File: src/rtl/hit_packer_pkg.sv
package hit_packer_pkg;
    localparam int CHIP_W = 5;
    localparam int XING_W = 8;
    localparam int ADDR_W = 12;
    localparam int ADC_W  = 3;
    localparam int HALF_W = 16;
    localparam int WORD_W = 2 * HALF_W;
    localparam int CTL_W  = WORD_W - 2;

    typedef struct packed {
        logic [CHIP_W-1:0] chip;
        logic [XING_W-1:0] xing;
        logic [ADDR_W-1:0] addr;
        logic [ADC_W-1:0]  adc;
    } hit_t;

    typedef struct packed {
        logic              open;
        logic              has_hi;
        logic [HALF_W-1:0] hi;
        logic [CHIP_W-1:0] chip;
        logic [XING_W-1:0] xing;
        logic              out_valid;
        logic [WORD_W-1:0] out_word;
    } pk_state_t;
endpackage

File: src/rtl/hit_packer_format.sv
module hit_packer_format
    import hit_packer_pkg::*;
(
    input  hit_t              hit,
    output logic [HALF_W-1:0] hdr_half,
    output logic [HALF_W-1:0] dat_half
);
    // header: tag 10, spare zero, chip id, crossing
    assign hdr_half = {2'b10, 1'b0, hit.chip, hit.xing};
    // data: marker zero, address, adc
    assign dat_half = {1'b0, hit.addr, hit.adc};
endmodule

File: src/rtl/hit_packer_idle_timer.sv
module hit_packer_idle_timer #(
    parameter int LIMIT = 16
) (
    input  logic clk,
    input  logic rst_n,
    input  logic run,
    input  logic clear,
    output logic expired
);
    localparam int CW = $clog2(LIMIT + 1);

    logic [CW-1:0] cnt_d, cnt_q;

    assign expired = (cnt_q >= CW'(LIMIT));

    always_comb begin
        cnt_d = cnt_q;
        if (clear)
            cnt_d = '0;
        else if (run && !expired)
            cnt_d = cnt_q + 1'b1;
    end

    always_ff @(posedge clk) begin
        if (!rst_n) cnt_q <= '0;
        else        cnt_q <= cnt_d;
    end


    cnt_limit_chk: assert property (@(posedge clk) disable iff (!rst_n)
        cnt_q <= CW'(LIMIT));
endmodule

File: src/rtl/hit_packer.sv
module hit_packer
    import hit_packer_pkg::*;
#(
    parameter int IDLE_LIMIT = 16
) (
    input  logic        clk,
    input  logic        rst_n,
    input  logic        hit_valid,
    output logic        hit_ready,
    input  logic [4:0]  hit_chip,
    input  logic [7:0]  hit_xing,
    input  logic [11:0] hit_addr,
    input  logic [2:0]  hit_adc,
    input  logic        ctl_valid,
    output logic        ctl_ready,
    input  logic [29:0] ctl_payload,
    output logic        out_valid,
    input  logic        out_ready,
    output logic [31:0] out_word
);
    pk_state_t s_d, s_q;
    hit_t      hit_in;
    logic [HALF_W-1:0] hdr_half, dat_half;
    logic slot_free, match, close_now, hit_acc, ctl_acc, expired;

    assign hit_in = '{chip: hit_chip, xing: hit_xing, addr: hit_addr, adc: hit_adc};

    hit_packer_format fmt_i (
        .hit      (hit_in),
        .hdr_half (hdr_half),
        .dat_half (dat_half)
    );

    hit_packer_idle_timer #(.LIMIT(IDLE_LIMIT)) timer_i (
        .clk     (clk),
        .rst_n   (rst_n),
        .run     (s_q.open),
        .clear   (hit_acc || !s_q.open),
        .expired (expired)
    );

    assign slot_free = !s_q.out_valid || out_ready;
    assign match     = (hit_chip == s_q.chip) && (hit_xing == s_q.xing);
    assign close_now = slot_free && s_q.open && (expired || (hit_valid && !match));
    assign hit_ready = slot_free && (s_q.open ? !(expired || !match) : !ctl_valid);
    assign ctl_ready = slot_free && !s_q.open;
    assign hit_acc   = hit_valid && hit_ready;
    assign ctl_acc   = ctl_valid && ctl_ready;

    always_comb begin
        s_d = s_q;
        if (slot_free)
            s_d.out_valid = 1'b0;
        if (close_now) begin
            s_d.open = 1'b0;
            if (s_q.has_hi) begin
                s_d.has_hi    = 1'b0;
                s_d.out_valid = 1'b1;
                s_d.out_word  = {s_q.hi, {HALF_W{1'b0}}};
            end
        end else if (ctl_acc) begin
            s_d.out_valid = 1'b1;
            s_d.out_word  = {2'b11, ctl_payload};
        end else if (hit_acc) begin
            if (!s_q.open) begin
                s_d.open      = 1'b1;
                s_d.chip      = hit_chip;
                s_d.xing      = hit_xing;
                s_d.has_hi    = 1'b0;
                s_d.out_valid = 1'b1;
                s_d.out_word  = {hdr_half, dat_half};
            end else if (s_q.has_hi) begin
                s_d.has_hi    = 1'b0;
                s_d.out_valid = 1'b1;
                s_d.out_word  = {s_q.hi, dat_half};
            end else begin
                s_d.has_hi = 1'b1;
                s_d.hi     = dat_half;
            end
        end
    end

    always_ff @(posedge clk) begin
        if (!rst_n) s_q <= '0;
        else        s_q <= s_d;
    end

    assign out_valid = s_q.out_valid;
    assign out_word  = s_q.out_word;


    hold_word_chk: assert property (@(posedge clk) disable iff (!rst_n)
        (out_valid && !out_ready) |=> (out_valid && $stable(out_word)));


    ctl_word_chk: assert property (@(posedge clk) disable iff (!rst_n)
        (ctl_valid && ctl_ready) |=>
            (out_valid && out_word[31:30] == 2'b11 && out_word[29:0] == $past(ctl_payload)));


    ctl_between_chk: assert property (@(posedge clk) disable iff (!rst_n)
        (ctl_valid && ctl_ready) |-> !s_q.has_hi);


    pad_zero_chk: assert property (@(posedge clk) disable iff (!rst_n)
        (close_now && s_q.has_hi) |=> (out_valid && out_word[15:0] == 16'h0000));


    first_word_chk: assert property (@(posedge clk) disable iff (!rst_n)
        (hit_acc && !s_q.open) |=> (out_valid && out_word[31:30] == 2'b10));
endmodule

File: config.mk
export PLATFORM = sky130hd
export DESIGN_NAME = hit_packer
export DESIGN_NICKNAME = d
export VERILOG_FILES = /design/src/rtl/hit_packer_pkg.sv /design/src/rtl/hit_packer_format.sv /design/src/rtl/hit_packer_idle_timer.sv /design/src/rtl/hit_packer.sv
export SDC_FILE = /design/constraint.sdc
export NUM_CORES = 1
export LEC_CHECK = 0
export BUFFER_PORTS_ARGS = -buffer_cell sky130_fd_sc_hd__buf_2
export CAP_MARGIN = 20
export CELL_PAD_IN_SITES_DETAIL_PLACEMENT = 1
export CELL_PAD_IN_SITES_GLOBAL_PLACEMENT = 1
export CORE_UTILIZATION = 39
export CTS_CLUSTER_SIZE = 14
export DETAILED_ROUTE_END_ITERATION = 7
export PLACE_DENSITY_LB_ADDON = 0.08
export REMOVE_ABC_BUFFERS = 1
export SKIP_LAST_GASP = 1
export SYNTH_ARGS = -nofsm -noshare
export SYNTH_HDL_FRONTEND = slang
export SYNTH_SLANG_ARGS = --single-unit
File: constraint.sdc
create_clock -name clk -period 3.08 [get_ports clk]
set_clock_uncertainty 0.15 [all_clocks]
set_input_delay 0 -clock clk [delete_from_list [all_inputs] [get_ports clk]]
set_output_delay 0 -clock clk [all_outputs]
set_load 0.02 [all_outputs]
# Word-level counts from Yosys, hierarchy flattened
# Index checks and enable logic that the tools add are counted.
# totals
in_bits	63
latchBits	0
reg_bits	68
mem_count	0
word_cells	55
mem_bits_rw	0
mem_bits_ro	0
output_inout_bits	35
# classes
n_shift	0
order_cmp	1
div	0
reduce_logical	26
n_bitwise	5
addsub	1
n_mul	0
mux	10
n_eq_ne	4
# ops
cell	count
2-to-1 mux 33 bit	6
logical AND 1 bit	9
equality test 8 bit	1
zero test 1 bit	6
adder 5 x 1 -> 5 bit, second input constant	1
equality test 5 bit	1
>= comparator 5 bit, second input constant	1
inverter 1 bit	5
AND reduction 5 bit	1
logical OR 1 bit	4
2-to-1 mux 1 bit	4
!= test 4 x 3 -> 1 bit, second input constant	1
AND reduction 4 bit	1
OR reduction 2 bit	2
AND reduction 3 bit	1
nonzero test 3 bit	1
!= test 2 bit, second input constant	1
AND reduction 2 bit	1

# Longest topological paths before layout
# depth
word_depth	11
mapped_depth	8
depth_no_buf	6

# By module
# From an unflattened synthesis, not the netlist that was laid out.
# hier_totals
cells_unflattened	442
area_unflattened_um2	3753.6
# by_module_without_submodules
mod	area_each_um2	n_inst	cells_each	seq_area_each_um2
hit_packer	3261.9	1	382	1281.2
hit_packer_format	247.7	1	34	0.0
hit_packer_idle_timer	244.0	1	26	100.1

# Least setup slack after synthesis
# No wires, ideal clock.
# synth_timing
path_type	reg-to-reg
startpoint	register s_q[43] (netlist bit)
endpoint	register s_q[52] (netlist bit)
arrival_ps	1935
n_path_buf	1
t_required_ps	2814
path_stages_with_launch	8
period_less_slack_ps	2201
path_slack_ps	879
setup_ps	116
path_cell_list	dfxtp_1 > xor2_1 > nor4_2 > nand4_2 > nor4_4 > buf_6 > mux2i_1 > nor2b_1
# synth_between
elab_chain_len	9
elab_cells_between_ends	13
cone_classes	eq/ne: 1; mux: 1; bitwise: 1; reduce/logical: 10
# synth_rtl
element	line_no	text
from (decl)	hit_packer.sv:21	pk_state_t s_d, s_q;
from (signal assigned)	hit_packer.sv:84	if (!rst_n) s_q <= '0;
from (signal assigned)	hit_packer.sv:85	else s_q <= s_d;
equality test 5 bit *	hit_packer.sv:43	assign match = (hit_chip == s_q.chip) && (hit_xing == s_q.xing);
logical AND 1 bit *	hit_packer.sv:43	
zero test 1 bit *	hit_packer.sv:44, hit_packer.sv:45	
logical OR 1 bit	hit_packer.sv:45	assign hit_ready = slot_free && (s_q.open ? !(expired || !match) : !ctl_valid);
zero test 1 bit	hit_packer.sv:45	
2-to-1 mux 1 bit	hit_packer.sv:45	
logical AND 1 bit	hit_packer.sv:45	
logical AND 1 bit	hit_packer.sv:47	assign hit_acc = hit_valid && hit_ready;
AND reduction 5 bit (no line) *	--	
# Mark *: on every way between the ends. The rest lies on a longest branch, timed or not.
# A chain may end at the register's enable or synchronous reset.

# Worst setup path after layout
# layout_timing
startpoint	register s_q[34] (netlist bit)
endpoint	register s_q, in the netlist out_word[3]
# layout_between
elab_chain_len	10
elab_cells_between_ends	16
cone_classes	eq/ne: 3; mux: 2; reduce/logical: 11
# layout_rtl
element	line_no
equality test 8 bit *	hit_packer.sv:43
logical AND 1 bit *	hit_packer.sv:43
zero test 1 bit *	hit_packer.sv:44, hit_packer.sv:45
logical OR 1 bit	hit_packer.sv:45
zero test 1 bit	hit_packer.sv:45
2-to-1 mux 1 bit	hit_packer.sv:45
logical AND 1 bit	hit_packer.sv:45
logical AND 1 bit	hit_packer.sv:47
!= test 4 x 3 -> 1 bit (no line) or nonzero test 3 bit (tied branches)	--
AND reduction 3 bit (no line)	--
# Marks and branches as above.

==> impl_metrics.csv <==
group,metric,value,unit
worst_setup_path,critPathCaptureType,"flip-flop",
global_route,track_usage,22.82,%
cells_and_area,fill_cells,1049,
detailed_routing,final_antenna_net_count,0,
global_route,grt_pass1_vias,3213,
die,die_h,96.53,um
placement,dp_hpwl,6.662,mm
die,core,8678,um2
synth,synth_top_area_cell,"dfxtp_1",
synth,synth_top_cell_area_share,39.07,%
placement,place_congestion,0.7949,
die,rows,34,
synth,ys_async_sr_fraction,0,%
synth,yosys-top-cells-count,"dfxtp_1, nand2_1, nor2b_1, buf_4",
cts,clk_pin_slew,0.07,ns
synth,synth_simple_gate_area_share,17.06,%
cts,cts_tree,"built",
job,drv_cap,0,
run_status,status,"complete, no violations",
power_and_ir_drop,p_sw,608.6,uW
synth,synth_cells,392,
power_and_ir_drop,p_per_area,474.3,nW/um2
synth,synth_compound_area_share,22.73,%
worst_setup_path,cp_data_arrival_time,2.84,ns
synth,synthAdderAreaFrac,0.7181,%
sta,fmax,370.9,MHz
power_and_ir_drop,leakagePower,2.004,nW
cts,numCtsBuffers,9,
synth,muxShareOfSynthArea,4.309,%
die,dieArea,9317,um2
synth,synth_area_per_cell,8.889,um2
cells_and_area,num_antenna_cells,0,
worst_setup_path,crit_fanout,9,
worst_setup_path,cp.required,3.22,ns
placement,dp_cells,551,
global_route,grt_overflow_total,0,
worst_setup_path,path_buf_inv,2,
synth,synth-xor-area-share,4.022,%
power_and_ir_drop,power,2.219,mW
power_and_ir_drop,intPower,1.610,mW
worst_setup_path,startpoint_type,"flip-flop",
cts,ctsHtreeMaxLevel,3,
die,die_w,96.53,um
synth,synth-main-ff-cell,"dfxtp_1",
global_route,grt_pass1_wl,15.93,mm
worst_setup_path,cp_top_family,"buffers and inverters",
sta,slew_viol_final,0,
cells_and_area,drive_gt1_share,24.81,%
worst_setup_path,crit_path_top_delay_cell,"dlygate4sd3_1",
global_route,grt_max_degree,58,
cts,root_buffer,"clkbuf_8",
sta,relSlewSlack,47.48,%
sta,min_period,2.696,ns
detailed_routing,viasPerCell,5.094,
detailed_routing,drt-pass1-iter-count,4,
synth,synth-seq-cells,68,
power_and_ir_drop,ir_drop,0.2059,mV
cells_and_area,stdcell_count,628,
synth,synth.distinct_cells,38,
die,start_util,40.15,%
cells_and_area,finalNetCount,580,
cts,cts_setup_buffers,0,
placement,port_buffers,97,
detailed_routing,drt-initial-drc-count,99,
power_and_ir_drop,power_frac_comb,20.0,%
synth,synth-edff-count,0,
synth,synth_area_leaders,"dfxtp_1, buf_4, nor2b_1",
sta,setup_viol,0,
worst_setup_path,slowest_delay,0.56,ns
synth,syn-cell-area,3485,um2
power_and_ir_drop,p_sw_share,27.43,%
cells_and_area,final_area,4677,um2
synth,yosysSeqAreaShare,39.07,%
sta,finalSetupTns,0,ns
synth,ys_warn_count,0,
die,ios,98,
cts,clk_latency,0.34,ns
sta,tightest_slew,0.7850,ns
hold_path,hold_path_class,"primary input to flip-flop",
power_and_ir_drop,clockPowerShare,37.0,%
cts,clockBufferDepth,2,
global_route,antenna_found_initial,0,
detailed_routing,drc,0,
cts,cts_resized,0,
cts,cts_hold_buf,61,
sta,timing.final.hold_violations,0,
sta,period_share,87.53,%
worst_setup_path,crit_chain,"xor2_1 > nor4_2 > nand4_2 > o31ai_4 > buf_4 > nand3_1 > a21boi_0 > dlygate4sd3_1",
synth,synth_top_family_by_area,"compound AO/OA/AOI/OAI gates",
worst_setup_path,critPathKind,"flip-flop to flip-flop",
power_and_ir_drop,seq_power_share,43.0,%
detailed_routing,vias,3199,
placement,place_area,3849,um2
cells_and_area,syn_to_final_growth,34.22,%
detailed_routing,wl_per_cell,16.26,um
sta,rsz0062_at_grt,"false",
synth,yosysMostFrequentCell,"dfxtp_1",
detailed_routing,routed_wirelength,10.21,mm
cts,clock-sinks,68,
==> final timing paths <==
| check | endpoint | depth (start not counted) | slack (ns) | from |
|---|---|---|---|---|
| worst min-delay path | out_word[20] | 4 | 0.03 | hit_xing[4] |
| worst min register to register | out_word[30] | 2 | 0.30 | out_word[30] |
| worst max-delay path | out_word[3] | 8 | 0.38 | s_q[34] |
| worst max register to register | out_word[3] | 8 | 0.38 | s_q[34] |
==> stage by stage <==
step / util (%) / hold slack [ns] / setup WS (ns)
after floorplan: - / -0.03404 / 0.2322
after global placement: 44.35 / 0.1102 / 0.6550
after detailed placement: 44.35 / 0.1256 / 0.4797
after CTS: 53.89 / 0.01899 / 0.4078
after global routing: 53.89 / 0.04628 / 0.2092
final: 53.89 / 0.03027 / 0.3842
==> worst min-delay path: stages <==
cell and delay [ns]:
buf_2 0.11, nor2b_1 0.14, a31oi_1 0.07, o221ai_1 0.17
==> state kept, by name, indices dropped and copies added, names as in the netlist <==
| signal | count |
|---|---|
| out_valid | 1 |
| s_q | 30 |
| timer_i.cnt_q | 5 |
| out_word | 32 |
==> power groups by stage <==
stage / clock (mW) / sequential (mW) / combinational, mW
3_3_place_gp: 0 / 0.972 / 0.372
3_5_place_dp: 0 / 0.974 / 0.377
4_1_cts: 0.848 / 0.953 / 0.444
6_report: 0.821 / 0.954 / 0.443
5_1_grt: 0.885 / 0.959 / 0.486
2_1_floorplan: 0 / 1.02 / 0.160
==> cells in the final DEF, fill, tap and decap left out, types with 3 or more instances in the layout <==
master	instances
mux2i_1	15
and2_1	3
nor2b_1	34
dfxtp_1	68
inv_1	18
dlygate4sd3_1	61
a21oi_1	4
a22o_1	13
nand3_1	17
a21boi_0	24
buf_4	13
clkbuf_8	10
buf_2	97
o211a_1	6
a31oi_1	13
nor2_1	13
o221ai_1	12
a22oi_1	16
nand2_1	37
xor2_1	15
==> kinds of logic (layout without fill, tap and decap cells) <==
group	count (synthesis)	after routing
AOI/OAI and AO/OA	101	101
xor gates and xnor gates	16	16
adders and majority gates	2	2
buffers and inverters	77	205
DFF	68	68
muxes	15	15
and+or+nand+nor	113	113
==> area by class of cell <==
type / instances / area [um2] / share of cell area, %
Multi-Input combinational cell: 247 / 1702 / 36.38
Tap cell: 108 / 135.1 / 2.889
Sequential cell: 68 / 1361 / 29.11
Inverter: 18 / 67.56 / 1.445
Clock buffer: 12 / 145.1 / 3.103
Clock inverter: 4 / 72.57 / 1.552
Timing Repair Buffer: 171 / 1194 / 25.52
==> per-layer routing <==
metal / up-vias / wire length, um / track usage, %
li1: 1595 / - / -
met4: 0 / 112 / 7.721
met2: 72 / 5050 / 40.32
met1: 1522 / 4745 / 28.33
met5: - / 0 / 0
met3: 10 / 301 / 3.130
No activity file was read; power rests on OpenSTA's default activity.
